[config.mk]
export PLATFORM = sky130hd
export DESIGN_NAME = rn_rename
export DESIGN_NICKNAME = d
export VERILOG_FILES = /design/src/rtl/rn_pkg.sv /design/src/rtl/rn_freelist.sv /design/src/rtl/rn_maptable.sv /design/src/rtl/rn_rename.sv
export SDC_FILE = /design/constraint.sdc
export NUM_CORES = 2
export LEC_CHECK = 0
export BUFFER_PORTS_ARGS = -buffer_cell sky130_fd_sc_hd__buf_4
export CORE_ASPECT_RATIO = 2
export CORE_MARGIN = 10
export CORE_UTILIZATION = 48
export DETAILED_ROUTE_END_ITERATION = 10
export PLACE_DENSITY_LB_ADDON = 0.3
export SYNTH_ARGS = -nofsm -noshare
export SYNTH_HDL_FRONTEND = slang
export SYNTH_HIERARCHICAL = 1
export SYNTH_SLANG_ARGS = --single-unit
export TNS_END_PERCENT = 5
[constraint.sdc]
create_clock -name clk -period 11 [get_ports clk]
set_input_delay 1.1 -clock clk [delete_from_list [all_inputs] [get_ports clk]]
set_output_delay 1.1 -clock clk [all_outputs]
set_load 0.05 [all_outputs]
[src/rtl/rn_pkg.sv]
package rn_pkg;
  localparam int ARCH_REGS = 32;
  localparam int PHYS_REGS = 64;
  localparam int AREG_W    = $clog2(ARCH_REGS);
  localparam int TAG_W     = $clog2(PHYS_REGS);
  localparam int CNT_W     = TAG_W + 1;
  localparam int RD_PORTS  = 6;

  typedef logic [TAG_W-1:0]     ptag_t;
  typedef logic [AREG_W-1:0]    areg_t;
  typedef logic [PHYS_REGS-1:0] pmask_t;

  // lowest set bit of a mask, 0 when empty
  function automatic ptag_t lowest_set(input pmask_t m);
    ptag_t r;
    r = '0;
    for (int i = PHYS_REGS - 1; i >= 0; i--)
      if (m[i]) r = ptag_t'(i);
    return r;
  endfunction

  function automatic pmask_t tag_bit(input ptag_t t);
    return pmask_t'(1) << t;
  endfunction

  function automatic pmask_t initial_free();
    pmask_t m;
    for (int i = 0; i < PHYS_REGS; i++) m[i] = (i >= ARCH_REGS);
    return m;
  endfunction
endpackage

[src/rtl/rn_freelist.sv]
module rn_freelist
  import rn_pkg::*;
(
  input  logic  clk,
  input  logic  rst_n,
  input  logic  req0,
  input  logic  alloc0_en,
  input  logic  alloc1_en,
  input  logic  cmt_en,
  input  ptag_t cmt_tag,
  input  logic  ckpt_start,
  input  logic  ckpt_in_lane1,
  input  logic  ckpt_active,
  input  logic  restore,
  output ptag_t pick0,
  output ptag_t pick1,
  output logic [CNT_W-1:0] free_cnt
);
  pmask_t free_q, since_q, take_mask, free_d;
  ptag_t  first_t, second_t;

  assign first_t  = lowest_set(free_q);
  assign second_t = lowest_set(free_q & ~tag_bit(first_t));
  assign pick0    = first_t;
  assign pick1    = req0 ? second_t : first_t;
  assign free_cnt = CNT_W'($countones(free_q));

  assign take_mask = (alloc0_en ? tag_bit(pick0) : '0) |
                     (alloc1_en ? tag_bit(pick1) : '0);
  assign free_d    = (free_q & ~take_mask) |
                     (cmt_en  ? tag_bit(cmt_tag) : '0) |
                     (restore ? since_q : '0);

  always_ff @(posedge clk) begin
    if (!rst_n) begin
      free_q  <= initial_free();
      since_q <= '0;
    end else begin
      free_q <= free_d;
      if (restore)          since_q <= '0;
      else if (ckpt_start)  since_q <= ckpt_in_lane1 ? '0 : take_mask;
      else if (ckpt_active) since_q <= since_q | take_mask;
    end
  end

  AST_ALLOC_WAS_FREE: assert property (@(posedge clk) disable iff (!rst_n)
    alloc0_en |-> free_q[pick0]);
  AST_ALLOC_DISTINCT: assert property (@(posedge clk) disable iff (!rst_n)
    (alloc0_en && alloc1_en) |-> (pick0 != pick1));
  AST_TAKEN_GONE: assert property (@(posedge clk) disable iff (!rst_n)
    alloc1_en |=> !free_q[$past(pick1)]);
  AST_CMT_NOT_FREE: assert property (@(posedge clk) disable iff (!rst_n)
    cmt_en |-> !free_q[cmt_tag]);
  AST_RESTORE_RETURNS: assert property (@(posedge clk) disable iff (!rst_n)
    restore |=> ((free_q & $past(since_q)) == $past(since_q)));
endmodule

[src/rtl/rn_maptable.sv]
module rn_maptable
  import rn_pkg::*;
(
  input  logic clk,
  input  logic rst_n,
  input  areg_t [RD_PORTS-1:0] rd_a,
  output ptag_t [RD_PORTS-1:0] rd_t,
  input  logic  w0_en,
  input  areg_t w0_a,
  input  ptag_t w0_t,
  input  logic  w1_en,
  input  areg_t w1_a,
  input  ptag_t w1_t,
  input  logic  snap_en,
  input  logic  snap_after_w0,
  input  logic  restore
);
  ptag_t [ARCH_REGS-1:0] map_q, snap_q, snap_d;

  for (genvar p = 0; p < RD_PORTS; p++) begin : g_rd
    assign rd_t[p] = map_q[rd_a[p]];
  end

  for (genvar i = 0; i < ARCH_REGS; i++) begin : g_snap
    assign snap_d[i] = (snap_after_w0 && w0_en && w0_a == areg_t'(i)) ? w0_t : map_q[i];
  end

  always_ff @(posedge clk) begin
    if (!rst_n) begin
      for (int i = 0; i < ARCH_REGS; i++) begin
        map_q[i]  <= ptag_t'(i);
        snap_q[i] <= ptag_t'(i);
      end
    end else begin
      if (restore) map_q <= snap_q;
      else begin
        if (w0_en) map_q[w0_a] <= w0_t;
        if (w1_en) map_q[w1_a] <= w1_t;
      end
      if (snap_en) snap_q <= snap_d;
    end
  end

  AST_MAP_RELOADED: assert property (@(posedge clk) disable iff (!rst_n)
    restore |=> (map_q == $past(snap_q)));
endmodule

[src/rtl/rn_rename.sv]
module rn_rename
  import rn_pkg::*;
(
  input  logic              clk,
  input  logic              rst_n,
  input  logic              i0_valid,
  input  logic              i0_wr,
  input  logic              i0_branch,
  input  logic [AREG_W-1:0] i0_dst,
  input  logic [AREG_W-1:0] i0_srca,
  input  logic [AREG_W-1:0] i0_srcb,
  input  logic              i1_valid,
  input  logic              i1_wr,
  input  logic              i1_branch,
  input  logic [AREG_W-1:0] i1_dst,
  input  logic [AREG_W-1:0] i1_srca,
  input  logic [AREG_W-1:0] i1_srcb,
  output logic              rn_stall,
  output logic [TAG_W-1:0]  o0_psrca,
  output logic [TAG_W-1:0]  o0_psrcb,
  output logic [TAG_W-1:0]  o0_pdst,
  output logic [TAG_W-1:0]  o0_pold,
  output logic [TAG_W-1:0]  o1_psrca,
  output logic [TAG_W-1:0]  o1_psrcb,
  output logic [TAG_W-1:0]  o1_pdst,
  output logic [TAG_W-1:0]  o1_pold,
  input  logic              cm_valid,
  input  logic [TAG_W-1:0]  cm_tag,
  input  logic              rs_valid,
  input  logic              rs_mispredict
);
  logic req0, req1, br0, br1, any_v, any_br, kill, go;
  logic ckpt_valid, restore, w0_en, w1_en;
  logic [CNT_W-1:0] need, free_cnt;
  ptag_t pick0, pick1;
  areg_t [RD_PORTS-1:0] rd_a;
  ptag_t [RD_PORTS-1:0] rd_t;

  assign req0   = i0_valid & i0_wr;
  assign req1   = i1_valid & i1_wr;
  assign br0    = i0_valid & i0_branch;
  assign br1    = i1_valid & i1_branch;
  assign any_v  = i0_valid | i1_valid;
  assign any_br = br0 | br1;
  assign kill   = rs_valid & rs_mispredict;
  assign need   = CNT_W'(req0) + CNT_W'(req1);

  assign rn_stall = any_v & (kill | (need > free_cnt) |
                             (any_br & ckpt_valid) | (br0 & br1));
  assign go       = any_v & ~rn_stall;
  assign w0_en    = go & req0;
  assign w1_en    = go & req1;
  assign restore  = kill & ckpt_valid;

  always_ff @(posedge clk) begin
    if (!rst_n)            ckpt_valid <= 1'b0;
    else if (go && any_br) ckpt_valid <= 1'b1;
    else if (rs_valid)     ckpt_valid <= 1'b0;
  end

  assign rd_a = {i1_dst, i0_dst, i1_srcb, i1_srca, i0_srcb, i0_srca};

  rn_maptable u_map (
    .clk, .rst_n, .rd_a, .rd_t,
    .w0_en, .w0_a(i0_dst), .w0_t(pick0),
    .w1_en, .w1_a(i1_dst), .w1_t(pick1),
    .snap_en(go & any_br), .snap_after_w0(br1), .restore
  );

  rn_freelist u_free (
    .clk, .rst_n, .req0,
    .alloc0_en(w0_en), .alloc1_en(w1_en),
    .cmt_en(cm_valid), .cmt_tag(cm_tag),
    .ckpt_start(go & any_br), .ckpt_in_lane1(br1),
    .ckpt_active(ckpt_valid), .restore,
    .pick0, .pick1, .free_cnt
  );

  // lane 1 sees lane 0's new destination inside the group
  assign o0_psrca = rd_t[0];
  assign o0_psrcb = rd_t[1];
  assign o0_pdst  = pick0;
  assign o0_pold  = rd_t[4];
  assign o1_psrca = (req0 && i1_srca == i0_dst) ? pick0 : rd_t[2];
  assign o1_psrcb = (req0 && i1_srcb == i0_dst) ? pick0 : rd_t[3];
  assign o1_pdst  = pick1;
  assign o1_pold  = (req0 && i1_dst == i0_dst) ? pick0 : rd_t[5];

  AST_ONE_CHECKPOINT: assert property (@(posedge clk) disable iff (!rst_n)
    (go && any_br) |-> !ckpt_valid);
  AST_KILL_NO_WRITE: assert property (@(posedge clk) disable iff (!rst_n)
    kill |-> !(w0_en || w1_en));
endmodule

==> metrics.txt <==
CTS root buf clkbuf_16; Nets 4207; clock slew at reported path FFs 0.07 ns; gr ovfl total 0; Clk pwr share 31.8%; Cell variety after synth 99; synthesized area 39000 um^2; combinational share of power 32.2%; # clock sinks 513; clock buffer depth 3; min-delay worst type reg2reg; most common cell after layout, fill and taps aside dfxtp_1; Critical Path Source Type flip-flop; Worst Path Max Fanout 30; vias in the first global route 39700; HP Start u_map/snap_q[101]; CP peak stage delay 0.97 ns; Syn Area/Cell 9.17 um^2; Hold Slack 0.467 ns; DP Area 40300 um^2; post-CTS sizing 0; start point of the critical path u_free/free_q[58]; Clock Latency Late Sink 0.62 ns; Crit path max-delay family compound AO/OA/AOI/OAI gates; Psw 2350 uW; YS warnings 6; power density cells 143 nW/um^2; H-tree depth 2; final period utilization 95.9%; DRC 0; R2R Path Start u_free/free_q[58]; Area Overhead vs Synth 8.00%; initial core utilization 48.5%; endpoints failing hold 0; worst-margin pin slew 1.51 ns; first-pass GRT wire length 289 mm; I/O Pins 96; met3 Resource Use GR 13.8%; hold_buf cts 0; RSZ-0062 raised after global routing false; CP arrival 9.45 ns; WL final 205 mm; num rows 147; Die Y 423 um; fraction of layout cells with a size suffix above 1 18.8%; initial antenna violation count 21; failing checks capacitance limit, slew limit; Sw Ratio 38.9%; VDD IR max 198 uV; via count 41400; WL per Instance 39.6 um; Flop pwr share 36.1%; minimum clock period after layout 10.55 ns; Slew headroom -0.384%; Final GP Congestion 1.12; CORE AREA 80400 um^2; DRT antenna net count 0; DR vias/cell 7.99; busiest grt layer met2; # port buffers 95; worst-path cell chain nor4_1 > a211oi_1 > o211ai_1 > a32oi_2 > buf_4 > inv_2 > buf_4 > o211ai_1 > o31ai_1 > a21boi_0 > and2_1 > o2111ai_1 > a21oi_1 > o21ai_1 > inv_2 > buf_4; highest clock rate 94.8 MHz; DRT iter0 DRCs 6805; Max Clock Skew 0.0218 ns; Worst path most repeated cell buf_4; most frequent cells in the layout dfxtp_1 (513), o21ai_0 (500), mux4_2 (360); post-synthesis cell count 4247; GRT Overall Usage 42.0%; Final Slew Violations 10; setup ws final 0.447 ns; die width 221 um; Max Cap Viol 1; final instance area 42100 um^2; met1 Use GR 41.0%; crit path buf inv count 5; Req. time, crit path 9.90 ns; post-CTS setup buffers 0; DRT Pass-1 Iters 7; setup TNS 0 ns; LEAKAGE 0.0154 uW; met2 Use GR 66.5%; Die ar. 93700 um^2; slowest CP cell a21oi_1; P_int 3680 uW; pre-CTS WS 1.87 ns; Seq/Total Area, Yosys 26.4%; Post-synth top flop dfxtp_1; Post-Syn Nets 4366; CP Capture Type output pin; post-detail-place hpwl 137 mm; critical setup path kind reg2out; CTS Buf Count 48; number of flops mapped to enable cells by yosys 0; Finish-stage setup viols 0; post-layout util 52.4%; largest net degree at the start of global routing 198; FF+latch count, synth 513; outcome complete, but fails checks; asr flop ratio synth 0%; CTS tree yes
==> stage by stage <==
step / total power [uW] / cells
floorplan: 3300 / 4247
global placement: 3990 / 5079
detailed placement: 4020 / 5079
CTS: 5900 / 5167
global route: 6160 / 5170
finish: 6030 / 5180
==> power groups by stage <==
stage | combinational [uW] | sequential (uW) | clock (uW)
2_1_floorplan | 1180 | 2130 | 0
3_3_place_gp | 1800 | 2190 | 0
3_5_place_dp | 1820 | 2200 | 0
4_1_cts | 1820 | 2160 | 1910
5_1_grt | 2000 | 2180 | 1980
6_report | 1940 | 2180 | 1910
==> cell usage after synthesis (12+ instances only) <==
master	n	area, um^2
mux4_2	360	8110
nor3_1	40	200
nand4_1	25	156
dfxtp_1	513	10300
mux2_2	54	608
and3_1	118	738
a211oi_1	157	1180
nand2_1	261	980
o311ai_0	63	552
mux2i_1	138	1380
xor2_1	12	105
o21ai_1	15	75.1
a21oi_1	167	836
o21ai_0	503	2520
buf_1	49	184
fa_1	54	1080
o211ai_1	33	248
a221oi_1	112	981
nor2_1	325	1220
clkbuf_1	290	1090
or4_1	21	158
nand2b_1	16	100
nand3_1	171	856
ha_1	18	225
a32oi_1	35	307
o311ai_1	21	184
o22ai_1	18	113
inv_1	110	413
nor4_1	41	257
buf_2	66	330
a31oi_1	38	238
a22oi_1	151	1130
and2_1	27	169
==> sequential cells by signal, indices dropped and copies added, names as in the netlist <==
signal	count
ckpt_valid	1
u_free/free_q	64
u_free/since_q	64
u_map/map_q	192
u_map/snap_q	192
==> metal layers <==
metal  vias up  part of all wire [%]  routed length [um]
li1      16400                     -                   -
met1     20000                    29               59400
met2      3677                    45               92800
met3      1340                    12               25200
met4        20                    13               27700
met5         -                 0.058                 120
==> worst paths after layout <==
check / endpoint / cells past startpoint / slack (ns)
setup reg to reg: u_free/free_q[29] / 18 / 0.70
hold / removal: u_map/map_q[101] / 2 / 0.47
setup / recovery: o1_pdst[1] / 16 / 0.45
hold reg to reg: u_map/map_q[101] / 2 / 0.47
==> area by class of cell <==
type	count	area, um^2
antenna	11	27.5
clock buffer	64	1360
clock inverter	24	383
fill	7422	38300
inverter	118	443
multi-input combinational	3203	26700
sequential	513	10300
tap	1043	1310
timing repair buffer	204	1560
==> cell families after synthesis <==
group                    synth area share (%)
AO/OA/AOI/OAI                            23.9
XOR/XNOR                                0.427
adder cells (fa/ha/maj)                  3.35
buffers and inverters                    5.43
flip-flops                               26.4
multiplexers                             25.9
AND/OR/NAND/NOR                          14.7
==> worst reg2reg max path, cell delays in order, from the launching register on <==
cell and delay, ns:
dfxtp_1 0.52, nor4_1 0.82, a211oi_1 0.49, o211ai_1 0.44, a32oi_2 0.16, buf_4 0.25, inv_2 0.19, buf_4 0.56
o211ai_1 0.70, o31ai_1 0.59, a21boi_0 0.82, and2_1 0.42, o2111ai_1 0.16, a21oi_1 0.97, o21ai_1 0.70, inv_2 0.74
buf_4 0.60, nor2_1 0.33, a31oi_1 0.66
Note: power is estimated with default switching activity, not from simulation.
